### config.mk
export PLATFORM = sky130hd
export DESIGN_NAME = req_tag_table
export DESIGN_NICKNAME = d
export VERILOG_FILES = /design/src/rtl/rtt_pkg.sv /design/src/rtl/rtt_slot.sv /design/src/rtl/rtt_lookup.sv /design/src/rtl/req_tag_table.sv
export SDC_FILE = /design/constraint.sdc
export NUM_CORES = 1
export LEC_CHECK = 0
export BUFFER_PORTS_ARGS = -buffer_cell sky130_fd_sc_hd__buf_2
export CORE_MARGIN = 5
export CORE_UTILIZATION = 55
export CTS_BUF_LIST = sky130_fd_sc_hd__clkbuf_2
export CTS_CLUSTER_DIAMETER = 120
export DETAILED_ROUTE_END_ITERATION = 8
export PLACE_DENSITY = 0.74
export SETUP_SLACK_MARGIN = 0.2
export SLEW_MARGIN = 15
export SYNTH_ARGS = -nofsm -noshare
export SYNTH_HDL_FRONTEND = slang
export SYNTH_SLANG_ARGS = --single-unit
### constraint.sdc
create_clock -name clk_i -period 6.02 [get_ports clk_i]
set_input_delay 0.903 -clock clk_i [delete_from_list [all_inputs] [get_ports clk_i]]
set_output_delay 0.903 -clock clk_i [all_outputs]
set_load 0.03 [all_outputs]
### src/rtl/rtt_pkg.sv
package rtt_pkg;
  typedef enum logic [1:0] {
    RK_READ  = 2'd0,
    RK_READX = 2'd1,
    RK_UPGR  = 2'd2,
    RK_WB    = 2'd3
  } req_kind_e;

  localparam int unsigned SNP_W = 3;
  localparam int unsigned SNP_SHARED = 2;
  localparam int unsigned SNP_DIRTY  = 1;
  localparam int unsigned SNP_INHIB  = 0;
endpackage

### src/rtl/rtt_slot.sv
module rtt_slot
  import rtt_pkg::*;
#(
  parameter int unsigned ADDR_W = 26
) (
  input  logic              clk_i,
  input  logic              rst_ni,
  input  logic              wr_i,
  input  logic [ADDR_W-1:0] wr_addr_i,
  input  logic              wr_read_i,
  input  logic              wr_own_i,
  input  logic              free_i,
  input  logic              snp_we_i,
  input  logic [SNP_W-1:0]  snp_i,
  input  logic              grab_set_i,
  input  logic [ADDR_W-1:0] cpu_addr_i,
  input  logic [ADDR_W-1:0] bus_addr_i,
  output logic              valid_o,
  output logic              read_o,
  output logic              own_o,
  output logic              grab_o,
  output logic [SNP_W-1:0]  snp_o,
  output logic              cpu_hit_o,
  output logic              bus_hit_o
);
  logic [ADDR_W-1:0] addr_q;

  // write wins over free: release is applied first, then the new entry
  always_ff @(posedge clk_i or negedge rst_ni) begin
    if (!rst_ni) begin
      valid_o <= 1'b0;
      read_o  <= 1'b0;
      own_o   <= 1'b0;
      grab_o  <= 1'b0;
      snp_o   <= '0;
      addr_q  <= '0;
    end else if (wr_i) begin
      valid_o <= 1'b1;
      read_o  <= wr_read_i;
      own_o   <= wr_own_i;
      grab_o  <= 1'b0;
      snp_o   <= '0;
      addr_q  <= wr_addr_i;
    end else if (free_i) begin
      valid_o <= 1'b0;
      grab_o  <= 1'b0;
      snp_o   <= '0;
    end else if (valid_o) begin
      if (snp_we_i)   snp_o  <= snp_i;
      if (grab_set_i) grab_o <= 1'b1;
    end
  end

  assign cpu_hit_o = valid_o && (addr_q == cpu_addr_i);
  assign bus_hit_o = valid_o && (addr_q == bus_addr_i);
endmodule

### src/rtl/rtt_lookup.sv
module rtt_lookup #(
  parameter int unsigned N     = 8,
  parameter int unsigned TAG_W = $clog2(N)
) (
  input  logic [N-1:0]     hit_i,
  input  logic [N-1:0]     read_i,
  input  logic             cpu_read_i,
  output logic             any_o,
  output logic             conflict_o,
  output logic             join_o,
  output logic [TAG_W-1:0] join_tag_o
);
  logic [N-1:0] joinable;

  assign joinable   = hit_i & read_i & {N{cpu_read_i}};
  assign any_o      = |hit_i;
  assign conflict_o = |(hit_i & ~joinable);
  assign join_o     = (|joinable) && !conflict_o;

  always_comb begin
    join_tag_o = '0;
    for (int i = N - 1; i >= 0; i--) begin
      if (joinable[i]) join_tag_o = TAG_W'(i);
    end
  end
endmodule

### src/rtl/req_tag_table.sv
module req_tag_table
  import rtt_pkg::*;
#(
  parameter int unsigned TAG_W  = 3,
  parameter int unsigned ADDR_W = 26
) (
  input  logic              clk_i,
  input  logic              rst_ni,
  input  logic              alloc_valid_i,
  input  logic [TAG_W-1:0]  alloc_tag_i,
  input  logic [ADDR_W-1:0] alloc_addr_i,
  input  logic [1:0]        alloc_kind_i,
  input  logic              alloc_own_i,
  input  logic              snoop_valid_i,
  input  logic [TAG_W-1:0]  snoop_tag_i,
  input  logic [2:0]        snoop_res_i,
  input  logic              resp_valid_i,
  input  logic [TAG_W-1:0]  resp_tag_i,
  input  logic              cpu_valid_i,
  input  logic [ADDR_W-1:0] cpu_addr_i,
  input  logic [1:0]        cpu_kind_i,
  output logic              full_o,
  output logic              bus_hit_o,
  output logic              cpu_issue_o,
  output logic              cpu_retry_o,
  output logic              cpu_join_o,
  output logic [TAG_W-1:0]  cpu_join_tag_o,
  output logic              resp_hit_o,
  output logic [2:0]        resp_res_o,
  output logic              resp_grab_o,
  output logic              resp_orig_o
);
  localparam int unsigned N = 1 << TAG_W;

  logic [N-1:0]     valid_q, read_q, own_q, grab_q, cpu_hit, bus_hit;
  logic [SNP_W-1:0] snp_q [N];
  logic             alloc_store, cpu_read, any_hit, conflict, join_hit;
  logic [TAG_W-1:0] join_tag;

  // upgrades and write-backs get no response, so never occupy a slot
  assign alloc_store = alloc_valid_i &&
                       (alloc_kind_i == RK_READ || alloc_kind_i == RK_READX);
  assign cpu_read    = (cpu_kind_i == RK_READ);

  for (genvar i = 0; i < N; i++) begin : g_slot
    rtt_slot #(.ADDR_W(ADDR_W)) u_slot (
      .clk_i      (clk_i),
      .rst_ni     (rst_ni),
      .wr_i       (alloc_store && alloc_tag_i == TAG_W'(i)),
      .wr_addr_i  (alloc_addr_i),
      .wr_read_i  (alloc_kind_i == RK_READ),
      .wr_own_i   (alloc_own_i),
      .free_i     (resp_valid_i && resp_tag_i == TAG_W'(i)),
      .snp_we_i   (snoop_valid_i && snoop_tag_i == TAG_W'(i)),
      .snp_i      (snoop_res_i),
      .grab_set_i (cpu_valid_i && join_hit && join_tag == TAG_W'(i)),
      .cpu_addr_i (cpu_addr_i),
      .bus_addr_i (alloc_addr_i),
      .valid_o    (valid_q[i]),
      .read_o     (read_q[i]),
      .own_o      (own_q[i]),
      .grab_o     (grab_q[i]),
      .snp_o      (snp_q[i]),
      .cpu_hit_o  (cpu_hit[i]),
      .bus_hit_o  (bus_hit[i])
    );
  end

  rtt_lookup #(.N(N), .TAG_W(TAG_W)) u_lookup (
    .hit_i      (cpu_hit),
    .read_i     (read_q),
    .cpu_read_i (cpu_read),
    .any_o      (any_hit),
    .conflict_o (conflict),
    .join_o     (join_hit),
    .join_tag_o (join_tag)
  );

  assign full_o         = &valid_q;
  assign bus_hit_o      = alloc_valid_i && (|bus_hit);
  assign cpu_issue_o    = cpu_valid_i && !any_hit && !full_o;
  assign cpu_retry_o    = cpu_valid_i && conflict;
  assign cpu_join_o     = cpu_valid_i && join_hit;
  assign cpu_join_tag_o = join_tag;

  always_comb begin
    resp_hit_o  = resp_valid_i && valid_q[resp_tag_i];
    resp_grab_o = resp_hit_o && grab_q[resp_tag_i];
    resp_orig_o = resp_hit_o && own_q[resp_tag_i];
    resp_res_o  = resp_hit_o ? snp_q[resp_tag_i] : '0;
    // a joiner that did not start the read forces shared install elsewhere
    if (resp_grab_o && !own_q[resp_tag_i]) resp_res_o[SNP_SHARED] = 1'b1;
  end
endmodule

# Word-level counts from Yosys, hierarchy flattened

Cells that the tools add are included.
Widths: inputs -> output; s select.

Add/subtract/negate cells: 0
Multiply operators: 0
Divide/modulo/power cells: 0
$lt $le $gt $ge: 2
Equal/unequal tests: 45
Shift operators: 0
Mux-type cells: 99
Bitwise operators: 5
Reduce and logical (&&, ||, !) cells: 123

Operators by type and width:

| operator           | number |
|---|---|
| $eq 26x26->1       | 16 |
| $mux 3             | 43 |
| $reduce_bool 3->1  | 24 |
| $logic_and 1x1->1  | 59 |
| $mux 1             | 52 |
| $eq 3x3->1 const B | 16 |
| $reduce_and 2->1   | 16 |
| $reduce_or 8->1    | 4 |
| $and 8x8->8        | 3 |
| $eq 3x2->1 const B | 8 |
| $reduce_bool 2->1  | 8 |
| $eq 3x1->1 const B | 4 |
| $logic_not 3->1    | 4 |
| $bmux 1 s3         | 3 |
| $bmux 3 s3         | 1 |
| $not 8->8          | 1 |
| $reduce_and 8->1   | 1 |
| $ge 4x4->1 const B | 1 |
| $logic_not 1->1    | 4 |
| $logic_not 2->1    | 2 |
| $lt 3x4->1 const B | 1 |
| $not 3->4          | 1 |
| $eq 2x1->1 const B | 1 |
| $logic_or 1x1->1   | 1 |

Register bits after elaboration: 264
Bits in latches: 0
Bits in writable memories: 0
Bits in read-only memories: 0
Input port bits: 75
Output and inout port bits: 14
Word-level logic and storage cells: 322
Memories: 0

# Logic depth before layout (Yosys ltp)

Depth in word-level cells: 18
Depth in mapped cells: 10

# By module

Synthesis repeated with hierarchy kept, for this count alone.

Cell total of the unflattened synthesis: 1,301
Area, all modules: 15,353.5 sq um

By module, submodules not included:

| module        | times used | cells an instance | area each (sq um) | sequential area each (sq um) |
|---|---|---|---|---|
| rtt_slot      | 8          | 146               | 1,800.5           | 825.8 |
| req_tag_table | 1          | 94                | 733.2             | 0.0 |
| rtt_lookup    | 1          | 39                | 216.5             | 0.0 |

# Worst setup path before layout

OpenSTA, ideal clock, no wires.

Path kind: in2out
From: input port cpu_addr_i[21]
To: output port cpu_retry_o
Arrival: 2.963 ns
Required time: 5.117 ns
Setup slack: 2.154 ns
Cell stages on the path: 7
Path buffers: 1
Path through: buf_4 > xnor2_1 > nand4_1 > or4_1 > a2bb2o_2 > o41ai_4 > a21boi_0

Cells in the longest elaborated chain, start to end: 8
Elaborated cells between the ends (all ways): 22
Those cells by class: 8 x eq/ne; 4 x bitwise; 10 x reduce/logical

RTL lines:

| item                      | line                | source |
|---|---|---|
| start: declaration        | req_tag_table.sv:20 | `input logic [ADDR_W-1:0] cpu_addr_i,` |
| $eq 26x26->1              | rtt_slot.sv:54      | `assign cpu_hit_o = valid_o && (addr_q == cpu_addr_i);` |
| $logic_and 1x1->1         | rtt_slot.sv:54      |  |
| $and 8x8->8 (2 in series) | rtt_lookup.sv:15    | `assign joinable = hit_i & read_i & {N{cpu_read_i}};` |
| $not 8->8                 | rtt_lookup.sv:17    | `assign conflict_o = \|(hit_i & ~joinable);` |
| $and 8x8->8 (*)           | rtt_lookup.sv:17    |  |
| $reduce_or 8->1 (*)       | rtt_lookup.sv:17    |  |
| $logic_and 1x1->1 (*)     | req_tag_table.sv:82 | `assign cpu_retry_o = cpu_valid_i && conflict;` |
| end: declaration          | req_tag_table.sv:25 | `output logic cpu_retry_o,` |

Every way passes the cells marked *; elsewhere a longest branch is shown, timed or not.

# Worst setup path after layout

From: register g_slot[3].u_slot.addr_q[15]
To: output port cpu_join_tag_o[1]

Cells in the longest elaborated chain, start to end: 8

RTL lines:

| item                      | line                | source |
|---|---|---|
| start: declaration        | rtt_slot.sv:26      | `logic [ADDR_W-1:0] addr_q;` |
| start signal: assignment  | rtt_slot.sv:43      | `addr_q <= wr_addr_i;` |
| $eq 26x26->1              | rtt_slot.sv:54      |  |
| $logic_and 1x1->1         | rtt_slot.sv:54      |  |
| $and 8x8->8 (2 in series) | rtt_lookup.sv:15    |  |
| $mux 3 (4 in series)      | rtt_lookup.sv:23    | `if (joinable[i]) join_tag_o = TAG_W'(i);` |
| end: declaration          | req_tag_table.sv:27 | `output logic [TAG_W-1:0] cpu_join_tag_o,` |

No other way between the ends.

==> summary.md <==
| Metric | Value |
|---|---|
| Outcome | finished clean |
| WL/cell | 29.51 um |
| Final slew viol count | 0 |
| DR vias/cell | 6.070 |
| Share of cells above drive strength 1 | between 20% and 30% |
| Setup tns final | 0 ns |
| CP delay by family, top | simple AND/OR/NAND/NOR gates |
| Resize count post-CTS | 0 |
| Rows | 62 |
| Skew-Pair Late Insertion Delay | 0.92 ns |
| Asr flop ratio synth | 100.0% |
| Die Area | 32480 um2 |
| Post-DRT Antenna Nets | 0 |
| CP Depth | 8 |
| Worst-margin pin slew | 1.174 ns |
| Fmax | 209.9 MHz |
| TritonCTS clock tree | yes |
| Starting Density | 55.66% |
| Sw Ratio | 37.53% |
| Syn. warnings | 0 |
| Core area | 28630 um2 |
| CTS sink cnt | 264 |
| Share of the synthesized area in the top cell type | 41.46% |
| Setup Viol. Count Final | 0 |
| Setup WS pre-CTS | 1.558 ns |
| Max clock buf depth | 3 |
| Unique masters post-synth | 55 |
| Die height | 180.2 um |
| Layout fillers | 2497 |
| Worst EP arrival | 3.86 ns |
| CTS Hold Bufs | 0 |
| Antenna violations before repair | 1 |
| GRT Util Overall | 36.28% |
| Post-Syn Instances | around 1500 |
| Internal power | 3.551 mW |
| Crit path from | g_slot[3].u_slot.addr_q[15] |
| Crit path kind | reg -> out |
| DR vias | between 10000 and 15000 |
| Net Sw Power | 2.133 mW |
| CP endpoint | cpu_join_tag_o[1] |
| Post-synthesis net count | 1606 |
| Clock share of power | 25.6% |
| Worst path buffer plus inverter count | 1 |
| Flops & latches, synth | 264 |
| FF-to-FF setup slack | 2.80 ns |
| Largest net degree at the start of global routing | 111 |
| Endpoint class of the critical path | output port |
| Commonest non-fill, non-tap cell in the layout | xnor2_1 |
| Leakage | about 7.5 nW |
| Die W | around 180 um |
| Total global routing overflow | 0 |
| RSZ-0062 raised after global routing | false |
| Final worst setup slack | 1.255 ns |
| R2R Path End | g_slot[2].u_slot.grab_o |
| EDFF count, synth | 0 |
| Startpoint types | flip-flop |
| Most frequent cells in the layout | xnor2_1, dfrtp_1, nand2_1, mux2_2, clkbuf_2 |
| HP Class | in -> async |
| Part of the Yosys area used for sequential elements | 41.46% |
| Post-Syn Area | 15930 um2 |
| First-pass GRT wire length | 86.16 mm |
| CTS clk-pin slew, worst paths | about 0.09 ns |
| Crit path cell chain | xnor2_1, nand4_1, nor4_1, nand4_1, a21oi_1, nor2_1, nor2_1, buf_2 |
| Min Tclk post-route | 4.765 ns |
| Clk root buf | clkbuf_2 |
| Setup bufs post-CTS | 0 |
| Top post-synthesis cells by area | dfrtp_1, xnor2_1, mux2_2 |
| Fin Clk Skew | 0.08674 ns |
| Cell taking the most area after synthesis | dfrtp_1 |
| Final #Nets | ~1700 |
| GPL Wtd Cong | 1.008 |
| Combinational group share of total power | about 28% |
| Final hold vios | 0 |
| Cell depth of the worst flop-to-flop path | 7 |
| TritonRoute pass-1 iters | 6 |
| Launching point of the worst reg2reg path | g_slot[3].u_slot.addr_q[15] |
| Slowest CP cell | nor4_1 |
| Max cap viols | 0 |
| HPWL after DPL | 43.32 mm |
| Initial DRC count | 1244 |
| Period utilisation layout | 79.16% |
| Peak VDD IR | 0.2323 mV |
| Vias in the first global route | about 12000 |
| Clock H-tree levels | 3 |
| Worst slew margin | 21.01% |
| PwrDens | approximately 330 nW/um2 |
| Area grow syn2layout | 7.751% |
| Main flop type after synthesis | dfrtp_1 |
| Syn_area_per_cell | between 10 and 15 um2 |
| I/O pin cnt | slightly below 90 |
| CP Max Fanout | 6 |
| WL final | between 50 and 60 mm |
| PortBufs | 88 |
| Worst path max stage delay | just over 0.8 ns |
| Reg power frac | between 40% and 50% |
| Worst endpoint required time | 5.12 ns |
| CTS Buf Count | 75 |
| DRC Markers | 0 |
kinds of logic (layout without fill, tap and decap cells):
kind of cell	count (synthesis)	count (layout)	synth area share (%)
multiplexers	206	206	15.16
other	0	1	0
flip-flops	264	264	41.46
AO/OA/AOI/OAI	41	41	1.932
AND/OR/NAND/NOR	477	477	14.76
buffers and inverters	127	235	3.675
XOR/XNOR	416	416	23.01
synth_stat cells (4+ instances only):
| cell type | n |
|---|---|
| mux4_2 | 12 |
| buf_4 | 23 |
| xor2_1 | 98 |
| nor2b_1 | 8 |
| nand2_1 | 204 |
| a32oi_1 | 4 |
| mux2_2 | 163 |
| nor2_1 | 52 |
| o21ai_0 | 8 |
| xnor2_1 | 315 |
| buf_1 | 28 |
| mux2i_1 | 31 |
| inv_1 | 6 |
| nand4_1 | 103 |
| nor4_1 | 36 |
| nand3_1 | 22 |
| and3_1 | 4 |
| dfrtp_1 | 264 |
| clkbuf_1 | 67 |
| a21oi_1 | 9 |
| nor3_1 | 19 |
cell type report:
| class | count | area (um2) | area share, % |
|---|---|---|---|
| inverter | 6 | 22.52 | 0.1312 |
| sequential | 264 | 6606 | 38.48 |
| clock inverter | 18 | 177.7 | 1.035 |
| antenna | 1 | 2.502 | 0.01458 |
| tap | 384 | 480.5 | 2.798 |
| clock buffer | 111 | 555.5 | 3.236 |
| timing repair buffer | 100 | 553.0 | 3.221 |
| multi-input combinational | 1140 | 8771 | 51.09 |
how the worst min path moves through the flow:
stage / to / cells after the start / start / slack (ns)
floorplan: g_slot[0].u_slot.own_o / 2 / g_slot[0].u_slot.own_o / 0.44
global placement: g_slot[0].u_slot.own_o / 2 / g_slot[0].u_slot.own_o / 0.45
detailed placement: g_slot[0].u_slot.own_o / 2 / g_slot[0].u_slot.own_o / 0.48
CTS: g_slot[7].u_slot.addr_q[23] / 1 / rst_ni / 0.02
global route: g_slot[3].u_slot.addr_q[15] / 1 / rst_ni / 0.07
finish: g_slot[0].u_slot.addr_q[7] / 1 / rst_ni / 0.02
power groups by stage:
stage          Clock [mW]  Sequential [mW]  Combinational, mW
2_1_floorplan           0             2.48               1.12
3_3_place_gp            0             2.67               1.54
3_5_place_dp            0             2.68               1.55
4_1_cts              1.48             2.65               1.55
5_1_grt              1.57             2.70               1.67
6_report             1.46             2.67               1.56
through the flow:
stage               hold WS (ns)  area, um2  utilization [%]  instances  power (mW)
floorplan                 0.4410      15930                -       1531       3.604
global route             0.06787      17170            59.98       2024       5.941
CTS                      0.02034      17170            59.97       2023       5.685
global placement          0.4546      16430            57.41       1894       4.210
finish                   0.02201      17170            59.98       2024       5.684
detailed placement        0.4788      16430            57.41       1894       4.231
flip-flops by register name (all words and copies together) (netlist names):
register	cells
g_slot.u_slot.read_o	8
g_slot.u_slot.own_o	8
g_slot.u_slot.addr_q	208
g_slot.u_slot.snp_o	24
g_slot.u_slot.valid_o	8
g_slot.u_slot.grab_o	8
layer usage:
metal / wire [um] / vias up / GRT usage, %
met2: 28200 / 600 / 58.57
li1: - / 5351 / -
met4: 3405 / 0 / 18.09
met5: 0 / - / 0
met1: 23500 / 6154 / 46.65
met3: 4631 / 180 / 7.509
(Power assumes the default switching activity.)
